### src/rtl/vsync_regen_pkg.sv
package vsync_regen_pkg;

    typedef enum logic [1:0] {
        DUR_IDLE = 2'd0,
        DUR_RUN  = 2'd1,
        DUR_HOLD = 2'd2
    } dur_state_e;

    function automatic logic to_active_high(input logic raw, input logic act_high);
        return act_high ? raw : ~raw;
    endfunction

endpackage

### src/rtl/vsf_src_sel.sv
module vsf_src_sel #(
    parameter int IDLE_LINES = 16
) (
    input  logic clk,
    input  logic rst_n,
    input  logic hs_stb_i,
    input  logic pin_i,
    input  logic sep_i,
    input  logic ovr_i,
    input  logic sel_i,
    output logic raw_o
);
    localparam int CW = $clog2(IDLE_LINES + 1);
    localparam logic [CW-1:0] IDLE_MAX = CW'(IDLE_LINES);

    typedef struct packed {
        logic          pin_prev;
        logic [CW-1:0] idle;
    } st_t;

    st_t s_d, s_q;
    logic use_sep;

    always_comb begin
        s_d = s_q;
        s_d.pin_prev = pin_i;
        if (pin_i != s_q.pin_prev) begin
            s_d.idle = '0;
        end else if (hs_stb_i && (s_q.idle != IDLE_MAX)) begin
            s_d.idle = s_q.idle + CW'(1);
        end
        use_sep = ovr_i ? sel_i : (s_q.idle == IDLE_MAX);
        raw_o   = use_sep ? sep_i : pin_i;
    end

    always_ff @(posedge clk or negedge rst_n) begin
        if (!rst_n) begin
            s_q.pin_prev <= 1'b0;
            s_q.idle     <= IDLE_MAX;
        end else begin
            s_q <= s_d;
        end
    end
endmodule

### src/rtl/vsf_pol_norm.sv
module vsf_pol_norm
    import vsync_regen_pkg::*;
#(
    parameter int RUN_W = 10
) (
    input  logic clk,
    input  logic rst_n,
    input  logic hs_stb_i,
    input  logic raw_i,
    input  logic ovr_i,
    input  logic pol_i,
    output logic norm_o
);
    localparam logic [RUN_W-1:0] RUN_MAX = '1;

    typedef struct packed {
        logic             lvl;
        logic [RUN_W-1:0] run;
        logic [RUN_W-1:0] hi_len;
        logic [RUN_W-1:0] lo_len;
        logic             act_high;
    } st_t;

    st_t s_d, s_q;

    always_comb begin
        s_d = s_q;
        if (raw_i != s_q.lvl) begin
            s_d.lvl = raw_i;
            s_d.run = '0;
            if (s_q.lvl) begin
                s_d.hi_len   = s_q.run;
                s_d.act_high = (s_q.run < s_q.lo_len);
            end else begin
                s_d.lo_len   = s_q.run;
                s_d.act_high = (s_q.hi_len < s_q.run);
            end
        end else if (hs_stb_i && (s_q.run != RUN_MAX)) begin
            s_d.run = s_q.run + RUN_W'(1);
        end
        norm_o = to_active_high(raw_i, ovr_i ? pol_i : s_q.act_high);
    end

    always_ff @(posedge clk or negedge rst_n) begin
        if (!rst_n) begin
            s_q.lvl      <= 1'b0;
            s_q.run      <= '0;
            s_q.hi_len   <= '0;
            s_q.lo_len   <= '0;
            s_q.act_high <= 1'b1;
        end else begin
            s_q <= s_d;
        end
    end
endmodule

### src/rtl/vsf_line_filter.sv
module vsf_line_filter (
    input  logic clk,
    input  logic rst_n,
    input  logic hs_stb_i,
    input  logic en_i,
    input  logic norm_i,
    output logic filt_o
);
    typedef struct packed {
        logic smp;
        logic held;
    } st_t;

    st_t s_d, s_q;

    always_comb begin
        s_d = s_q;
        if (hs_stb_i) begin
            s_d.smp = norm_i;
            if (norm_i == s_q.smp) begin
                s_d.held = norm_i;
            end
        end
        filt_o = en_i ? s_q.held : norm_i;
    end

    always_ff @(posedge clk or negedge rst_n) begin
        if (!rst_n) begin
            s_q.smp  <= 1'b0;
            s_q.held <= 1'b0;
        end else begin
            s_q <= s_d;
        end
    end
endmodule

### src/rtl/vsf_dur_gen.sv
module vsf_dur_gen
    import vsync_regen_pkg::*;
#(
    parameter int LINE_W = 8
) (
    input  logic              clk,
    input  logic              rst_n,
    input  logic              hs_stb_i,
    input  logic              en_i,
    input  logic              filt_i,
    input  logic [LINE_W-1:0] len_i,
    output logic              act_o
);
    localparam logic [LINE_W-1:0] ONE = LINE_W'(1);

    typedef struct packed {
        dur_state_e        st;
        logic [LINE_W-1:0] left;
    } st_t;

    st_t s_d, s_q;

    always_comb begin
        s_d = s_q;
        if (!en_i) begin
            s_d.st   = DUR_IDLE;
            s_d.left = '0;
        end else begin
            unique case (s_q.st)
                DUR_IDLE: begin
                    if (filt_i) begin
                        if (len_i == '0) begin
                            s_d.st = DUR_HOLD;
                        end else begin
                            s_d.st   = DUR_RUN;
                            s_d.left = len_i;
                        end
                    end
                end
                DUR_RUN: begin
                    if (hs_stb_i) begin
                        if (s_q.left <= ONE) begin
                            s_d.st   = filt_i ? DUR_HOLD : DUR_IDLE;
                            s_d.left = '0;
                        end else begin
                            s_d.left = s_q.left - ONE;
                        end
                    end
                end
                DUR_HOLD: begin
                    if (!filt_i) begin
                        s_d.st = DUR_IDLE;
                    end
                end
                default: begin
                    s_d.st = DUR_IDLE;
                end
            endcase
        end
        act_o = en_i ? (s_q.st == DUR_RUN) : filt_i;
    end

    always_ff @(posedge clk or negedge rst_n) begin
        if (!rst_n) begin
            s_q.st   <= DUR_IDLE;
            s_q.left <= '0;
        end else begin
            s_q <= s_d;
        end
    end
endmodule

### src/rtl/vsync_regen.sv
module vsync_regen #(
    parameter int IDLE_LINES = 16,
    parameter int RUN_W      = 10,
    parameter int LINE_W     = 8
) (
    input  logic              clk,
    input  logic              rst_n,
    input  logic              hs_stb_i,
    input  logic              vs_pin_i,
    input  logic              vs_sep_i,
    input  logic              src_ovr_i,
    input  logic              src_sel_i,
    input  logic              pol_ovr_i,
    input  logic              pol_in_i,
    input  logic              out_pol_i,
    input  logic              filt_en_i,
    input  logic              dur_en_i,
    input  logic [LINE_W-1:0] dur_lines_i,
    output logic              vs_o
);
    logic raw_sel;
    logic norm;
    logic filt;
    logic act;
    logic regen_en;

    assign regen_en = filt_en_i & dur_en_i;

    vsf_src_sel #(.IDLE_LINES(IDLE_LINES)) u_src (
        .clk      (clk),
        .rst_n    (rst_n),
        .hs_stb_i (hs_stb_i),
        .pin_i    (vs_pin_i),
        .sep_i    (vs_sep_i),
        .ovr_i    (src_ovr_i),
        .sel_i    (src_sel_i),
        .raw_o    (raw_sel)
    );

    vsf_pol_norm #(.RUN_W(RUN_W)) u_pol (
        .clk      (clk),
        .rst_n    (rst_n),
        .hs_stb_i (hs_stb_i),
        .raw_i    (raw_sel),
        .ovr_i    (pol_ovr_i),
        .pol_i    (pol_in_i),
        .norm_o   (norm)
    );

    vsf_line_filter u_filt (
        .clk      (clk),
        .rst_n    (rst_n),
        .hs_stb_i (hs_stb_i),
        .en_i     (filt_en_i),
        .norm_i   (norm),
        .filt_o   (filt)
    );

    vsf_dur_gen #(.LINE_W(LINE_W)) u_dur (
        .clk      (clk),
        .rst_n    (rst_n),
        .hs_stb_i (hs_stb_i),
        .en_i     (regen_en),
        .filt_i   (filt),
        .len_i    (dur_lines_i),
        .act_o    (act)
    );

    assign vs_o = out_pol_i ? act : ~act;
endmodule

### config.mk
export PLATFORM = sky130hd
export DESIGN_NAME = vsync_regen
export DESIGN_NICKNAME = d
export VERILOG_FILES = /design/src/rtl/vsync_regen_pkg.sv /design/src/rtl/vsf_src_sel.sv /design/src/rtl/vsf_pol_norm.sv /design/src/rtl/vsf_line_filter.sv /design/src/rtl/vsf_dur_gen.sv /design/src/rtl/vsync_regen.sv
export SDC_FILE = /design/constraint.sdc
export NUM_CORES = 1
export LEC_CHECK = 0
export BUFFER_PORTS_ARGS = -buffer_cell sky130_fd_sc_hd__buf_2
export CORE_UTILIZATION = 30
export DETAILED_ROUTE_END_ITERATION = 10
export GPL_TIMING_DRIVEN = 1
export SLEW_MARGIN = 20
export SYNTH_ARGS = -nofsm -noshare
export SYNTH_HDL_FRONTEND = slang
export SYNTH_SLANG_ARGS = --single-unit
### constraint.sdc
create_clock -name clk -period 2.9 [get_ports clk]
set_input_delay 0.29 -clock clk [delete_from_list [all_inputs] [get_ports clk]]
set_output_delay 0.29 -clock clk [all_outputs]
set_load 0.02 [all_outputs]
Word-level counts from Yosys, hierarchy flattened
Index checks and enable logic that the tools add are counted.
Word-level totals
  input port bits: 20
  RAM bits: 0
  memories kept: 0
  memory bits (read-only): 0
  bits in latches: 0
  flip-flop bits (word level): 50
Cells by class
  mux-type cells: 23
  divide/modulo/power cells: 0
  add/subtract/negate cells: 3
  multiply operators: 0
  shift-type cells: 0
  bitwise logic cells: 4
  eq/ne operators: 14
  magnitude comparators: 3
  reductions and logical operators: 11
Operators by type and width (count)
  $mux 10: 5
  $lt 10x10->1: 2
  $ne 3x3->1 const B: 6
  $mux 8: 2
  $pmux 8 s2: 1
  $add 10x1->10 const B: 1
  $mux 5: 2
  $ne 10x10->1 const B: 1
  $le 8x1->1 const B: 1
  $logic_not 8->1: 1
  $mux 1: 8
  $mux 2: 4
  $reduce_and 4->1: 2
  $sub 8x1->8 const B: 1
  $pmux 2 s3: 1
  $reduce_and 2->1: 3
  $add 5x1->5 const B: 1
  $eq 5x5->1 const B: 1
  $ne 5x5->1 const B: 1
  $reduce_bool 2->1: 2
  $not 1->1: 3
  $eq 2x1->1 const B: 1
  $eq 2x2->1 const B: 1
  $logic_and 1x1->1: 2
  4 further kinds: 5

Depth between registers and ports, before layout
  depth after elaboration: 11
  gate-level depth with buffers: 11
  depth with buffers taken out: 10

Hierarchy
A second synthesis with hierarchy kept.
Second synthesis, totals
  cells, all modules: 313
  area, all modules: 3075.4 um^2
By module, submodules not included
  vsf_pol_norm: cells an instance 178, seq. area each 802.0 um^2, instances 1, area each 1814.2 um^2
  vsf_dur_gen: cells an instance 93, seq. area each 250.2 um^2, instances 1, area each 820.8 um^2
  vsf_src_sel: cells an instance 33, seq. area each 151.4 um^2, instances 1, area each 330.3 um^2
  vsf_line_filter: cells an instance 7, seq. area each 50.0 um^2, instances 1, area each 95.1 um^2
  vsync_regen: cells an instance 2, seq. area each 0.0 um^2, instances 1, area each 15.0 um^2

Worst setup path before layout
OpenSTA, ideal clock, no wires.
  path type: register to output
  start: register u_src.s_q[0] (netlist bit)
  end: output port vs_o
  data arrival time: 2.277 ns
  cell stages (with the launch flop): 9
  slack: 0.333 ns
  data required time: 2.610 ns
  cell sequence: dfrtp_1 inv_1 ha_1 nand4bb_4 and3b_4 or4_4 and2_2 a21oi_1 xor2_1
Between the ends
  cells in the longest elaborated chain, start to end: 9
RTL lines
  from (decl): RTL line vsf_src_sel.sv:21  | st_t s_d, s_q;
  $eq 5x5->1 *: RTL line vsf_src_sel.sv:32  | use_sep = ovr_i ? sel_i : (s_q.idle == IDLE_MAX);
  $mux 1 *: RTL line vsf_src_sel.sv:32
  $mux 1 *: RTL line vsf_src_sel.sv:33  | raw_o = use_sep ? sep_i : pin_i;
  $not 1->1: RTL line vsync_regen_pkg.sv:10  | return act_high ? raw : ~raw;
  $mux 1 *: RTL line vsync_regen_pkg.sv:10
  $mux 1 *: RTL line vsf_line_filter.sv:24  | filt_o = en_i ? s_q.held : norm_i;
  $mux 1 *: RTL line vsf_dur_gen.sv:60  | act_o = en_i ? (s_q.st == DUR_RUN) : filt_i;
  $not 1->1: RTL line vsync_regen.sv:69  | assign vs_o = out_pol_i ? act : ~act;
  $mux 1 *: RTL line vsync_regen.sv:69
  to (decl): RTL line vsync_regen.sv:19  | output logic vs_o
Mark *: on every way between the ends. The rest lies on a longest branch, timed or not.

Worst setup path after layout
Ends and elaborated chain as after synthesis.

==> summary.txt <==
STA
  – Unrepaired setup endpoints after global routing: no
  – Fin. Hold Viols: 0
  – Worst Setup Slack, final: 173 ps
  – Pins Over Slew Limit: 0
  – Tcrit/Tclk final: 94.0%
  – Max Fclk: 0.367 GHz
  – Clock Skew: 10.2 ps
  – Final setup fails: 0
  – Tmin final: 2730 ps
  – Setup TNS after final layout: 0 ps
  – Slew HR: 43.0%
  – Worst-margin pin slew: 854 ps

Hold path
  – Worst hold path class: primary input to async pin

Synthesis
  – Synth warn: 0
  – Dominant synthesized flop cell: dfrtp_1
  – Syn Nets: 353
  – Post-Synthesis Cell Area: approximately 3000 µm²
  – Post-synth EDFFs: 0
  – Ys async rst share: 100%
  – Flops & latches, synth: 50
  – Mapped Cells: a little over 300
  – Avg Inst Size Synth: 9.59 µm²
  – Synth unique cells: 41
  – Post-synthesis sequential area ratio: 42.4%

Routing
  – DR pass1 iterations: 4
  – DRT iter0 DRCs: around 110
  – Vias: 2246
  – Total Wirelength: 5.82 mm
  – Wire per inst: 12.5 µm
  – Routed vias/inst: 4.82
  – ANT nets after route: 0
  – DRC Markers: 0

Setup path
  – Crit path max fanout: 5
  – Capture point of the worst reg-to-reg path: u_dur.s_q[0]
  – Worst endpoint required time: 2610 ps
  – FF-to-FF setup slack: ~430 ps
  – Worst Reg-to-Reg Cells: 8
  – Worst R2R Start: u_src.s_q[0]
  – CP Class: flop to output port
  – CP arrival: between 2000 and 2500 ps
  – Worst setup SP type: flop
  – Critical Path Source: u_src.s_q[0]
  – CP Capture Type: output port

Finish
  – Post-layout nets: 381
  – Layout area overhead: 15.1%
  – Commonest non-fill, non-tap cell in the layout: dfrtp_1
  – Layout Cell Area excl Fill: 3400 µm²
  – Most frequent cells in the layout: dfrtp_1, nor2_1, inv_1
  – Share of cells above drive strength 1: 17.5%
  – Antenna cells: 0

GRT
  – Met2 Use GR: 20.2%
  – Met3 GRT Util: 1.66%
  – Total GRT Usage: between 10% and 20%
  – Congestion Overflow GR: 0
  – Initial antenna violation count: 0
  – Met1 Use GR: 16.9%
  – Most Crowded Layer GR: met2
  – Wire length of the first global-routing pass: ~10 mm
  – Vias in the first global route: 2187
  – Pin count of the biggest net entering global routing: 38

Outcome
  – Status: completed

Floorplanning
  – Starting Density: 31.5%
  – I/O pin count: 21
  – Die Wd: 101 µm
  – Die area: 10200 µm²
  – Core Footprint: 9370 µm²
  – Row count: 35
  – Die Y: between 100 and 150 µm

Job
  – MaxCap Viol Count: 0

CTS
  – CTS Buffer Depth: 2
  – Clk_lat worst skew: 310 ps
  – Reg clk slew, reported paths: around 100 ps
  – CTS Root Cell: clkbuf_8
  – TritonCTS clock tree: done
  – Number of CTS-inserted buffers: 5
  – Sink Count: 50
  – Depth of the CTS H-tree: 2

Pwr
  – Logic pwr share: between 30 and 40%
  – Net Sw Frac: 33.3%
  – Power share of the clock group: 27.0%
  – Internal power: 0.00146 W
  – Worst VDD drop: 0.000322 V
  – Power Dens Cells: about 640 nW/µm²
  – Pleak: 1.52 nW
  – Switch Pwr: 0.000728 W
  – Share of power burned in registers: roughly 40%

Placement
  – Port Buffers: 20
  – Dpl hpwl: roughly 4.3 mm
  – Pre-CTS setup slack: just over 300 ps
  – GP Congestion: 0.822
  – Area of placed instances: 3220 µm²
## critical path: stages (launching register included)
cell and delay, ps:
dfrtp_1 410, inv_2 80, ha_4 140, nand4bb_4 130, and3b_4 230, or4_4 510, and2_4 190, a21oi_2 130
xor2_1 150, buf_4 160
## Yosys cell counts, types with 3 or more instances
master	count	area share, %
clkbuf_1	6	0.76
a21o_1	4	1.0
o21ai_0	20	3.4
nor3_1	6	1.0
nand2_1	27	3.4
mux2i_1	5	1.7
nand4_1	8	1.7
dfrtp_1	48	41
a21oi_1	15	2.5
nor3b_1	4	1.0
inv_1	30	3.8
o31ai_1	4	1.0
a211oi_1	6	1.5
o2111ai_1	3	0.89
xor2_1	5	1.5
mux2_2	11	4.2
o211ai_1	3	0.76
xnor2_1	12	3.6
nand3_1	6	1.0
nor2_1	33	4.2
ha_1	25	11
## worst max-delay path by stage
stage / to / slack, ps
6_report: vs_o / 170
5_1_grt: vs_o / 40
4_1_cts: vs_o / 40
3_5_place_dp: vs_o / 300
3_3_place_gp: vs_o / 310
2_1_floorplan: vs_o / 330
## power by group through the flow
stage | sequential [W] | clock [W] | combinational, W
2_1_floorplan | 0.000862 | 0 | 0.000532
3_3_place_gp | 0.000883 | 0 | 0.000689
3_5_place_dp | 0.000885 | 0 | 0.000699
4_1_cts | 0.000871 | 0.000609 | 0.000718
5_1_grt | 0.000890 | 0.000634 | 0.000819
6_report | 0.000873 | 0.000590 | 0.000722
## flip-flops by register name (all words and copies together), names as in the netlist
name        flops
u_dur.s_q      10
u_filt.s_q      2
u_pol.s_q      32
u_src.s_q       6
## per-stage QoR
stage / power, W / hold slack (ps) / utilization (%) / std cells
finish: 0.00218 / 70.3 / 36.3 / 466
global route: 0.00234 / 130 / 36.3 / 466
CTS: 0.00220 / 110 / 36.0 / 464
detailed placement: 0.00158 / 452 / 34.4 / 455
global placement: 0.00157 / 447 / 34.4 / 455
floorplan: 0.00139 / -5.59 / - / 308
## cell type report
| cell class | count | area, µm² |
|---|---|---|
| timing repair buffer | 28 | 163 |
| clock inverter | 3 | 68.8 |
| multi-input combinational | 221 | 1570 |
| clock buffer | 5 | 68.8 |
| tap | 129 | 161 |
| sequential | 50 | 1250 |
| fill | 983 | 5970 |
| inverter | 30 | 113 |
## layer usage
metal / part of all wire [%] / wire length [µm] / vias up
li1: - / - / 1127
met1: 50 / 2920 / 1087
met2: 47 / 2710 / 22
met3: 1.6 / 92 / 10
met4: 1.6 / 93 / 0
met5: 0 / 0 / -
## cells by family (layout without fill, tap and decap cells)
group           after synthesis  count (layout)  share of synthesized area [%]
compound gates               65              65                           14.4
fa+ha+maj                    25              25                           10.6
xor+xnor                     17              17                           5.04
flops                        50              50                           42.4
simple gates                 98              98                           16.6
mux                          16              16                           5.89
buf+inv                      37              66                           4.96
## what timing repair did
action	in CTS	in global routing
endpoints found under the setup margin	1	1
hold buffers	0	0
pin swaps	0	4
setup buffers	1	2
gates resized for setup	4	3
Power figures use the tool's default switching activity.
